--- config.mk ---
export PLATFORM = sky130hd
export DESIGN_NAME = dsc_top
export DESIGN_NICKNAME = d
export VERILOG_FILES = /design/src/rtl/dsc_pkg.sv /design/src/rtl/dsc_sync.sv /design/src/rtl/dsc_shifter.sv /design/src/rtl/dsc_channel.sv /design/src/rtl/dsc_top.sv
export SDC_FILE = /design/constraint.sdc
export NUM_CORES = 1
export LEC_CHECK = 0
export BUFFER_PORTS_ARGS = -buffer_cell sky130_fd_sc_hd__buf_4
export CORE_ASPECT_RATIO = 1.1
export CORE_MARGIN = 3
export CORE_UTILIZATION = 23
export DETAILED_ROUTE_END_ITERATION = 10
export PLACE_DENSITY = 0.39
export SETUP_SLACK_MARGIN = 0.15
export SLEW_MARGIN = 40
export SYNTH_ARGS = -nofsm -noshare
export SYNTH_HDL_FRONTEND = slang
export SYNTH_SLANG_ARGS = --single-unit
--- constraint.sdc ---
create_clock -name clk -period 1.5 [get_ports clk]
set_input_delay 0.15 -clock clk [delete_from_list [all_inputs] [get_ports clk]]
set_output_delay 0.15 -clock clk [all_outputs]
set_load 0.01 [all_outputs]
--- src/rtl/dsc_pkg.sv ---
package dsc_pkg;

    parameter int unsigned OP_W   = 4;
    parameter int unsigned NUM_CH = 2;

    typedef enum logic [OP_W-1:0] {
        OP_NOP     = 4'h0,
        OP_LOAD_A  = 4'h1,
        OP_LOAD_B  = 4'h2,
        OP_LDUP_A  = 4'h3,
        OP_LDUP_B  = 4'h4,
        OP_UPD_ALL = 4'h5,
        OP_PD_A    = 4'h6,
        OP_PD_B    = 4'h7,
        OP_PD_ALL  = 4'h8,
        OP_UO_SET  = 4'h9,
        OP_UO_CLR  = 4'hA
    } dsc_op_e;

    // Per-channel vectors: bit 0 is channel A, bit 1 is channel B
    typedef struct packed {
        logic [NUM_CH-1:0] load;
        logic [NUM_CH-1:0] upd;
        logic [NUM_CH-1:0] pd;
        logic              uo_set;
        logic              uo_clr;
    } dsc_ctrl_t;

    function automatic dsc_ctrl_t dsc_decode(input logic [OP_W-1:0] op);
        dsc_ctrl_t c;
        c = '0;
        case (op)
            OP_LOAD_A:  c.load = 2'b01;
            OP_LOAD_B:  c.load = 2'b10;
            OP_LDUP_A:  begin c.load = 2'b01; c.upd = 2'b01; end
            OP_LDUP_B:  begin c.load = 2'b10; c.upd = 2'b10; end
            OP_UPD_ALL: c.upd = 2'b11;
            OP_PD_A:    c.pd = 2'b01;
            OP_PD_B:    c.pd = 2'b10;
            OP_PD_ALL:  c.pd = 2'b11;
            OP_UO_SET:  c.uo_set = 1'b1;
            OP_UO_CLR:  c.uo_clr = 1'b1;
            default:    c = '0;
        endcase
        return c;
    endfunction

endpackage

--- src/rtl/dsc_sync.sv ---
module dsc_sync #(
    parameter int unsigned      W       = 3,
    parameter int unsigned      STAGES  = 2,
    parameter logic [W-1:0]     RST_VAL = '0
) (
    input  logic         clk,
    input  logic         rst,
    input  logic [W-1:0] d,
    output logic [W-1:0] q
);
    logic [W-1:0] stg [STAGES];

    always_ff @(posedge clk) begin
        if (rst) begin
            for (int i = 0; i < int'(STAGES); i++) stg[i] <= RST_VAL;
        end else begin
            stg[0] <= d;
            for (int i = 1; i < int'(STAGES); i++) stg[i] <= stg[i-1];
        end
    end

    assign q = stg[STAGES-1];
endmodule

--- src/rtl/dsc_shifter.sv ---
module dsc_shifter #(
    parameter int unsigned WORD_W = 16
) (
    input  logic              clk,
    input  logic              rst,
    input  logic              clr,
    input  logic              sclk_s,
    input  logic              csn_s,
    input  logic              din_s,
    output logic [WORD_W-1:0] word,
    output logic              strobe,
    output logic              dout
);
    logic sclk_q, csn_q;
    logic sclk_rise, sclk_fall, cs_fall;
    logic [WORD_W-1:0] sr;

    // Edge trackers follow the pins even during clear
    always_ff @(posedge clk) begin
        if (rst) begin
            sclk_q <= 1'b0;
            csn_q  <= 1'b1;
        end else begin
            sclk_q <= sclk_s;
            csn_q  <= csn_s;
        end
    end

    assign sclk_rise = sclk_s & ~sclk_q;
    assign sclk_fall = ~sclk_s & sclk_q;
    assign cs_fall   = ~csn_s & csn_q;
    assign strobe    = csn_s & ~csn_q;

    always_ff @(posedge clk) begin
        if (rst || clr) begin
            sr   <= '0;
            dout <= 1'b0;
        end else begin
            if (sclk_rise && !csn_s) sr <= {sr[WORD_W-2:0], din_s};
            if (cs_fall) dout <= sr[WORD_W-1];
            else if (sclk_fall && !csn_s) dout <= sr[WORD_W-1];
        end
    end

    assign word = sr;


    idle_hold_chk: assert property (@(posedge clk) disable iff (rst)
        (csn_s && !clr) |=> $stable(sr));

    echo_msb_chk: assert property (@(posedge clk) disable iff (rst)
        (cs_fall && !clr) |=> (dout == $past(sr[WORD_W-1])));
endmodule

--- src/rtl/dsc_channel.sv ---
module dsc_channel #(
    parameter int unsigned CODE_W = 12
) (
    input  logic              clk,
    input  logic              rst,
    input  logic              clr,
    input  logic              load,
    input  logic              upd,
    input  logic              pd_req,
    input  logic [CODE_W-1:0] data,
    output logic [CODE_W-1:0] code,
    output logic              pd
);
    logic [CODE_W-1:0] hold;

    always_ff @(posedge clk) begin
        if (rst || clr) begin
            hold <= '0;
            code <= '0;
            pd   <= 1'b0;
        end else begin
            if (load) hold <= data;
            if (upd)  code <= load ? data : hold;
            if (upd)         pd <= 1'b0;
            else if (pd_req) pd <= 1'b1;
        end
    end


    code_hold_chk: assert property (@(posedge clk) disable iff (rst)
        (!upd && !clr) |=> $stable(code));

    hold_keep_chk: assert property (@(posedge clk) disable iff (rst)
        (!load && !clr) |=> $stable(hold));

    wake_chk: assert property (@(posedge clk) disable iff (rst)
        (upd && !clr) |=> !pd);

    clear_chk: assert property (@(posedge clk) disable iff (rst)
        clr |=> (code == '0 && hold == '0 && !pd));
endmodule

--- src/rtl/dsc_top.sv ---
module dsc_top
    import dsc_pkg::*;
#(
    parameter int unsigned CODE_W      = 12,
    parameter int unsigned SYNC_STAGES = 2
) (
    input  logic              clk,
    input  logic              rst,
    input  logic              sclk,
    input  logic              cs_n,
    input  logic              din,
    input  logic              clr_n,
    input  logic              pd_lock_n,
    output logic              dout,
    output logic              user_out,
    output logic [CODE_W-1:0] code_a,
    output logic [CODE_W-1:0] code_b,
    output logic              shdn_a,
    output logic              shdn_b
);
    localparam int unsigned WORD_W = OP_W + CODE_W;

    logic              sclk_s, csn_s, din_s;
    logic [WORD_W-1:0] word;
    logic              strobe, exec, clr;
    dsc_ctrl_t         ctrl;
    logic [CODE_W-1:0] code_arr [NUM_CH];
    logic [NUM_CH-1:0] pd_arr;

    assign clr = ~clr_n;

    dsc_sync #(.W(3), .STAGES(SYNC_STAGES), .RST_VAL(3'b010)) u_sync (
        .clk (clk),
        .rst (rst),
        .d   ({sclk, cs_n, din}),
        .q   ({sclk_s, csn_s, din_s})
    );

    dsc_shifter #(.WORD_W(WORD_W)) u_shift (
        .clk    (clk),
        .rst    (rst),
        .clr    (clr),
        .sclk_s (sclk_s),
        .csn_s  (csn_s),
        .din_s  (din_s),
        .word   (word),
        .strobe (strobe),
        .dout   (dout)
    );

    assign exec = strobe & ~clr;
    assign ctrl = dsc_decode(word[WORD_W-1 -: OP_W]);

    for (genvar ch = 0; ch < int'(NUM_CH); ch++) begin : g_ch
        dsc_channel #(.CODE_W(CODE_W)) u_ch (
            .clk    (clk),
            .rst    (rst),
            .clr    (clr),
            .load   (exec & ctrl.load[ch]),
            .upd    (exec & ctrl.upd[ch]),
            .pd_req (exec & ctrl.pd[ch] & pd_lock_n),
            .data   (word[CODE_W-1:0]),
            .code   (code_arr[ch]),
            .pd     (pd_arr[ch])
        );
    end

    always_ff @(posedge clk) begin
        if (rst || clr)                user_out <= 1'b0;
        else if (exec && ctrl.uo_set)  user_out <= 1'b1;
        else if (exec && ctrl.uo_clr)  user_out <= 1'b0;
    end

    assign code_a = code_arr[0];
    assign code_b = code_arr[1];
    assign shdn_a = pd_arr[0];
    assign shdn_b = pd_arr[1];


    lock_a_chk: assert property (@(posedge clk) disable iff (rst)
        $rose(shdn_a) |-> $past(pd_lock_n));

    lock_b_chk: assert property (@(posedge clk) disable iff (rst)
        $rose(shdn_b) |-> $past(pd_lock_n));

    uo_cmd_chk: assert property (@(posedge clk) disable iff (rst)
        $changed(user_out) |-> ($past(strobe) || $past(clr)));

    frame_exec_chk: assert property (@(posedge clk) disable iff (rst)
        ($changed(code_a) || $changed(code_b)) |-> ($past(strobe) || $past(clr)));
endmodule

-- After elaboration in Yosys (flattened, before gate mapping)
Memory sizes are Yosys's and may differ from the RTL's.
Index checks and enable logic that the tools add are counted.
W data, S select, Z words.
- memories: 1
- ROM bits: 0
- bits in latches: 0
- input port bits: 7
- output and inout bits: 28
- RAM bits: 6
- register bits after elaboration: 70
- memories (name ; words ; width ; rd ports ; clocked after Yosys merged registers in ; write ports ; RTL line ; text):
    u_sync.stg ; 2 ; 3 ; 2 ; 0 ; 2 ; dsc_sync.sv:11 ; logic [W-1:0] stg [STAGES];
- add/subtract/negate cells: 0
- magnitude comparators: 0
- bitwise logic cells: 20
- reductions and logical operators: 12
- multiply operators: 0
- eq/ne operators: 10
- muxes and demuxes: 16
- div/mod/pow operators: 0
- shift operators: 0
- operator list (cell ; count):
    $mux W12 ; 2
    $eq A4 B3 Y1 const B ; 4
    $and A1 B1 Y1 ; 13
    $eq A4 B4 Y1 const B ; 3
    $pmux W2 S3 ; 2
    $mux W1 ; 9
    $eq A4 B2 Y1 const B ; 2
    $reduce_or A2 Y1 ; 4
    $mux W3 ; 2
    $not A1 Y1 ; 5
    $eq A4 B1 Y1 const B ; 1
    $logic_and A1 B1 Y1 ; 4
    $pmux W2 S2 ; 1
    $reduce_bool A2 Y1 ; 2
    $or A1 B1 Y1 ; 2
    $logic_not A1 Y1 ; 1
    $logic_or A1 B1 Y1 ; 1

-- Depth between registers and ports, before layout
Gate-level depths: netlist of the first run.
- depth after elaboration: 6
- mapped depth: 6

-- Hierarchy
A second synthesis of the first run with hierarchy kept.
- cell total of the unflattened synthesis: 287
- area total of the unflattened synthesis: 2832.7 sq um
- by module, submodules not included (module ; seq. area each (sq um) ; times used ; cells each ; area an instance (sq um)):
    dsc_channel ; 500.5 ; 2 ; 83 ; 862.1
    dsc_shifter ; 380.4 ; 1 ; 84 ; 772.0
    dsc_sync ; 120.1 ; 1 ; 15 ; 180.2
    dsc_top ; 20.0 ; 1 ; 22 ; 156.4

-- Least setup slack after synthesis of the first run
No wires, ideal clock.
- kind: register to register
- start point: memory u_sync.stg[1][1] (netlist: u_sync.stg[0][4])
- end point: register g_ch[1].u_ch.code[10]
- period minus slack after synthesis: 1.424 ns
- path slack: 0.076 ns
- buffers on the path: 1
- data required time: 1.373 ns
- arrival time: 1.297 ns
- library setup time: 0.127 ns
- cell stages (with the launch flop): 6
- path through: dfxtp_1 > nand4bb_4 > nor3_4 > buf_6 > mux2i_1 > o21ai_1
- RTL lines (what ; RTL line ; text):
    start, declared ; dsc_sync.sv:11 ;
    end signal, assigned ; dsc_channel.sv:23 ; if (upd) code <= load ? data : hold;
    end, declared ; dsc_channel.sv:11 ; output logic [CODE_W-1:0] code,

-- Final worst setup path of the first run
- start point: register u_shift.sr[15] (netlist: u_shift.word[15])
- end point: register g_ch[1].u_ch.code[5]
- longest elaborated chain between the ends: 5
- elaborated cells on any way between the ends: 12
- classes of those cells: eq/ne: 5; mux: 3; bitwise: 2; reduce/logical: 2
- RTL lines (what ; RTL line ; text):
    start, declared ; dsc_shifter.sv:16 ; logic [WORD_W-1:0] sr;
    start signal, assigned ; dsc_shifter.sv:39 ; if (sclk_rise && !csn_s) sr <= {sr[WORD_W-2:0], din_s};
    $eq A4 B3 Y1 (tied with other cells) ; dsc_pkg.sv:32 ; case (op)
    $reduce_or A2 Y1 (no source line) ; -- ;
    $pmux W2 S2 ; dsc_pkg.sv:32 ;
    $and A1 B1 Y1 ; dsc_top.sv:59 ; .load (exec & ctrl.load[ch]),
    $mux W12 ; dsc_channel.sv:23 ;
Parallel ways exist; a longest one is shown, timed or not.
A chain may end at the register's enable or synchronous reset.

==> impl_metrics.ini, run 1 <==
[status]
status = finished, final reports clean

[yosys]
ys_dominant_reg_cell = dfxtp_1
synth_cell_types = 31
syn-num-nets = 288
syn_avg_cell_area_sq_um = 9.68
netlist_instances = 281
syn_area_sq_um = 2720
async_reset_ff_share_pct = 0
ys_seq_area_share_pct = 56.0
synth_edf_count = 0
ys_ff_latch = 76
ys_warn_count = 0

[finish]
multi_input_area_sq_um = 1340
syn2layout_area_growth_pct = 37.7
seqCellArea_sq_um = 1530
final_common_cell = dfxtp_1
diodes = 0
nets = 333
nFillCells = 1217
fin_cells = 478
finish.instance_area_sq_um = 3740
utilization_pct = 32.6
final_cell_mix = dfxtp_1 (70), buf_4 (45), nand2_1 (44)
drive_gt1_share_pct = 32.0

[clock_tree]
cts_tree = yes
insertion_delay_ps = 330
cts_buffers = 9
cts_root_buf = clkbuf_16
cts_sinks = 76
clk_pin_slew_ps = 50
cts_buffer_depth = 2
cts-htree-levels = 3

[worst_setup_path]
crit_type = register to register
regToRegStartpoint = u_shift.word[15]$_SDFFE_PP0P_
rrSetupSlack_ps = 70
critPathCaptureType = register
rr_worst_depth = 6
cp-start-kind = register
critPathMaxFanout = 6
timing.rr.end = g_ch[1].u_ch.code[5]$_SDFFE_PP0P_
crit_arrival_ps = 1650
crit_required_ps = 1720

[global_routing]
grt_pass1_vias = 1962
grtUsageTotal_pct = 10.2
antenna_found_initial = 0
grt_pass1_wl_mm = 10.3
grt_overflow = 0
grt_max_degree = 26

[route]
drt-total-wl_mm = 6.31
drt_first_pass_iters = 4
wl_per_cell_um = 13.2
remaining_drc_errors = 0
final_antenna_net_count = 0
vias = 2042
drt-initial-drc-count = 88
viasPerCell = 4.27

[floorplanning]
rows = 41
start_util_pct = 23.7
coreArea_sq_um = 11500
die_area_sq_um = 13200
pin_count = 35
die_h_um = 120
die-width_um = 110

[timing]
setup_violations = 0
drv_slew = 0
layout_min_cycle_time_ps = 1430
relSlewSlack_pct = 78.0
worstMarginPinSlew_ps = 330
max_freq_mhz = 701
period_share_pct = 95.1
fin_ws_ps = 73.0
rsz0062_at_grt = true
fin_tns_setup_ps = 0
clock_skew_ps = 2.99
hold_violations = 0
whs_ps = 32.0

[placed_design]
placedCellCount = 460
place_area_sq_um = 3190
hpwlAfterDp_mm = 4.15
io_buffer_count = 34
pre_cts_ws_ps = 35.1
gp_congestion = 0.745

[pwr]
power.leakage_nw = 1.37
power_mw = 3.96
peakVddDrop_uv = 397
pwr_density_cell_nw_per_um2 = 1060

[run]
drv_cap = 0

[min_path]
holdPathEnd = u_sync.stg[0][2]$_SDFF_PP0_
hold_start = sclk
hold_path_class = input port to register
hold_path_depth = 2
cells in the mapped netlist, types with 2 or more instances:
master    number  area share, %
dfxtp_1       76             56
nand2_1       44            6.1
a21oi_1       31            5.7
nor2_1        27            3.7
mux2i_1       26            9.6
o21ai_0       14            2.6
o21ai_1       12            2.2
nor2b_1        9            2.1
clkbuf_1       8            1.1
buf_2          5           0.92
nand4b_1       3           0.97
or2_2          3           0.69
buf_4          2           0.55
buf_6          2           0.83
nand2b_1       2           0.46
nor3b_2        2           0.92
worst max-delay path: stages, from the launching register on:
cell       delay, ps
dfxtp_2          320
nand4bb_4        250
nor3_4           140
buf_6            150
buf_12           150
mux2i_4          240
o21ai_1           70
cell families (layout without fill, tap and decap cells):
logic type,count (synthesis),count (layout),synth area share [%]
AND/OR/NAND/NOR,99,100,19.0
flip-flops,76,76,56.0
AO/OA/AOI/OAI,60,60,11.5
multiplexers,26,26,9.57
buffers and inverters,19,65,3.68
XOR/XNOR,1,1,0.322
state kept, by name (all words and copies together), names as in the netlist:
name	count
u_shift.csn_q	1
u_shift.sclk_q	1
u_shift.dout	1
g_ch.u_ch.pd	2
u_shift.word	16
u_sync.stg	6
g_ch.u_ch.hold	24
user_out	1
g_ch.u_ch.code	24
routing by layer:
| metal | vias up | track usage (%) | wire (um) |
|---|---|---|---|
| met5 | - | 0 | 0 |
| met3 | 13 | 3.01 | 294 |
| met4 | 0 | 4.91 | 106 |
| li1 | 1040 | - | - |
| met1 | 945 | 14.1 | 3030 |
| met2 | 44 | 14.6 | 2880 |
what timing repair did:
item                       in CTS  in global routing
hold buffers                    1                  0
gates cloned                    2                  0
hold endpoints to repair        1                  0
resized for setup              25                 26
setup buffers                   1                  1
setup endpoints to repair      49                 49
pin swaps                       4                  9
power breakdown:
part / switching (mW) / internal [mW] / total [mW] / leakage [nW]
combinational: 0.0492 / 0.0365 / 0.0857 / 0.639
clock: 0.760 / 1.08 / 1.84 / 0.120
sequential: 0.00543 / 2.03 / 2.03 / 0.615
total: 0.815 / 3.15 / 3.96 / 1.37
cell type report:
cell class,count,share of cell area [%]
clock buffers,10,6.11
clock inverters,3,0.468
inverters,1,0.100
multi-input cells,187,35.6
flip-flops and latches,76,41.0
well taps,150,5.01
repair buffers,51,11.7
how the worst max path moves through the flow:
stage,from,endpoint,depth (start not counted)
2_1_floorplan,u_shift.csn_q$_SDFF_PP1_,g_ch[1].u_ch.code[10]$_SDFFE_PP0P_,5
3_3_place_gp,u_shift.csn_q$_SDFF_PP1_,g_ch[1].u_ch.code[11]$_SDFFE_PP0P_,5
3_5_place_dp,u_shift.csn_q$_SDFF_PP1_,g_ch[1].u_ch.code[11]$_SDFFE_PP0P_,5
4_1_cts,u_shift.word[15]$_SDFFE_PP0P_,g_ch[1].u_ch.code[2]$_SDFFE_PP0P_,6
5_1_grt,u_shift.word[15]$_SDFFE_PP0P_,g_ch[1].u_ch.code[2]$_SDFFE_PP0P_,6
6_report,u_shift.word[15]$_SDFFE_PP0P_,g_ch[1].u_ch.code[5]$_SDFFE_PP0P_,6
No activity file was read; power rests on OpenSTA's default activity.
==> inputs of run 2 (changes only) <==
--- a/config.mk
+++ b/config.mk
@@ -11,8 +11,10 @@
 export CORE_UTILIZATION = 23
 export DETAILED_ROUTE_END_ITERATION = 10
 export PLACE_DENSITY = 0.39
+export REMOVE_ABC_BUFFERS = 1
 export SETUP_SLACK_MARGIN = 0.15
 export SLEW_MARGIN = 40
 export SYNTH_ARGS = -nofsm -noshare
 export SYNTH_HDL_FRONTEND = slang
+export SYNTH_HIERARCHICAL = 1
 export SYNTH_SLANG_ARGS = --single-unit
==> impl_metrics.ini, run 2 <==
[worst_setup_path]
rr_worst_depth = 7
critPathMaxFanout = 6
critPathCapture = g_ch[1].u_ch/code[8]$_SDFFE_PP0P_
crit_arrival_ps = 1820
crit_type = register to register
timing.rr.end = g_ch[1].u_ch/code[8]$_SDFFE_PP0P_
cp-start-kind = register
rrSetupSlack_ps = -110
crit_required_ps = 1710
regToRegStartpoint = u_sync/stg[0][4]$_SDFF_PP1_
critPathLaunch = u_sync/stg[0][4]$_SDFF_PP1_
critPathCaptureType = register

[yosys]
yosysMostFrequentCell = dfxtp_1
synth_top_area_share_pct = 53.7
synth-simple-area-share_pct = 19.7
netlist_instances = 287
ys_ff_latch = 76
muxShareOfSynthArea_pct = 8.83
synth_cell_types = 30
synth_area_leader_cell = dfxtp_1
synth_common_cells = dfxtp_1 (76), nor2_1 (54), a211oi_1 (25), mux2i_1 (25), nand2_1 (25)
ys_warn_count = 6
syn_avg_cell_area_sq_um = 9.87
async_reset_ff_share_pct = 0
synth_edf_count = 0
synth_xor_xnor_area_share_pct = 0.309
ys_top_cells_by_area = dfxtp_1 (54%), mux2i_1 (8.8%), nor2_1 (7.2%)
synth_top_family_by_area = simple AND/OR/NAND/NOR gates
ys_dominant_reg_cell = dfxtp_1
ys_seq_area_share_pct = 53.7
synthAdderAreaFrac_pct = 0
syn_area_sq_um = 2830
synth_compound_area_share_pct = 11.6

[clock_tree]
insertion_delay_ps = 330
cts_root_buf = clkbuf_16
cts_sinks = 76
cts-htree-levels = 3
cts_buffer_depth = 2
cts_tree = yes
cts_buffers = 9
clk_pin_slew_ps = 60

[floorplanning]
coreArea_sq_um = 11700
die-width_um = 112
rows = 41
die_h_um = 122
die_area_sq_um = 13700
start_util_pct = 24.1
pin_count = 35

[route]
remaining_drc_errors = 0
vias = 2093
drt_first_pass_iters = 4
final_antenna_net_count = 0
drt-total-wl_mm = 6.38
viasPerCell = 4.32
drt-initial-drc-count = 58
wl_per_cell_um = 13.2

[pwr]
swShare_pct = 22.1
peakVddDrop_uv = 531
clkPwrFrac_pct = 51.0
p_seq_share_pct = 46.9
pwr_density_cell_nw_per_um2 = 1080
power.leakage_nw = 1.28
p_int_mw = 3.37
power.switching_mw = 0.957
combPwrFrac_pct = 2.1

[finish]
diodes = 0
final_common_cell = dfxtp_1
utilization_pct = 34.1
syn2layout_area_growth_pct = 41.5
nFillCells = 1224
seqCellArea_sq_um = 1520
drive_gt1_share_pct = 39.8
nets = 336
multi_input_area_sq_um = 1490
final_cell_mix = dfxtp_1 (75), nor2_1 (52), buf_4 (43)

[timing]
max_freq_mhz = 622
fin_ws_ps = -109
clock_skew_ps = 10.5
hold_violations = 0
drv_slew = 0
worstMarginPinSlew_ps = 472
rsz0062_at_grt = true
period_share_pct = 107
layout_min_cycle_time_ps = 1610
relSlewSlack_pct = 68.6
setup_violations = 41

[global_routing]
grt_pass1_vias = 2063
antenna_found_initial = 0
use_met3_pct = 3.35
grtUsageTotal_pct = 9.87
grt_use_met2_pct = 15.3
busiest_layer = met2
grt_max_degree = 26
grt_overflow = 0
use_met1_pct = 13.0
grt_pass1_wl_mm = 10.6

[status]
violations = setup timing
status = complete, but fails checks

[placed_design]
gp_congestion = 0.704
pre_cts_ws_ps = -125
hpwlAfterDp_mm = 4.11
io_buffer_count = 34

[run]
drv_cap = 0

[min_path]
hold_path_class = input port to register
hold_path_depth = 2
run 2: worst min path at each step:
stage / from / to / slack, ps
2_1_floorplan: rst / u_shift/sclk_q$_SDFF_PP0_ / 220
3_3_place_gp: cs_n / u_sync/stg[0][1]$_SDFF_PP1_ / 330
3_5_place_dp: cs_n / u_sync/stg[0][1]$_SDFF_PP1_ / 340
4_1_cts: din / u_sync/stg[0][0]$_SDFF_PP0_ / 20
5_1_grt: din / u_sync/stg[0][0]$_SDFF_PP0_ / 30
6_report: din / u_sync/stg[0][0]$_SDFF_PP0_ / 30
run 2: power groups by stage:
| stage | clock network (mW) | logic (mW) | registers [mW] |
|---|---|---|---|
| final | 2.21 | 0.0895 | 2.03 |
| after global routing | 2.38 | 0.0975 | 2.03 |
| after CTS | 2.27 | 0.0882 | 2.03 |
| after detailed placement | 0 | 0.0841 | 2.08 |
| after global placement | 0 | 0.0841 | 2.08 |
| after floorplan | 0 | 0.0376 | 2.07 |
run 2: cell families after synthesis:
| group | Yosys count |
|---|---|
| compound gates | 45 |
| mux | 25 |
| xor+xnor | 1 |
| flops | 76 |
| buf+inv | 23 |
| simple gates | 117 |
run 2: worst max-delay path, cell delays in order (launching register included):
cell	delay, ps
dfxtp_2	320
nor2b_4	140
nand3b_1	160
nor3_4	240
buf_12	140
buf_12	150
mux2i_4	250
a211oi_2	80
run 2: per-stage QoR:
step / std cells / hold slack (ps) / area (sq um) / TNS (ps) / power (mW)
2_1_floorplan: 265 / 222 / 2670 / -39110 / 2.11
3_3_place_gp: 464 / 330 / 3300 / -1090 / 2.16
3_5_place_dp: 464 / 337 / 3300 / -2500 / 2.16
4_1_cts: 484 / 23.8 / 3820 / -1530 / 4.39
5_1_grt: 484 / 27.8 / 4010 / -6830 / 4.51
6_report: 484 / 34.4 / 4010 / -2350 / 4.33
run 2: timing repair:
action                                  in CTS  in global routing
hold endpoints to repair                     1                  0
hold buffers                                 1                  0
cloned                                       1                  0
setup buffers                                2                  0
gates resized for setup                     36                 28
pin swaps                                   11                 10
endpoints found under the setup margin      49                 52
run 2: area by class of cell:
class,count,area share [%]
Clock buffer,9,5.62
Sequential cell,76,38.0
Tap cell,150,4.68
Inverter,1,0.0936
Clock inverter,7,2.00
Timing Repair Buffer,53,12.5
Multi-Input combinational cell,188,37.1
run 2: per-layer routing:
metal	vias to the layer above	share of wire, %
met4	0	0.66
met2	36	46
met3	6	4.1
met1	985	49
li1	1066	-
met5	-	0
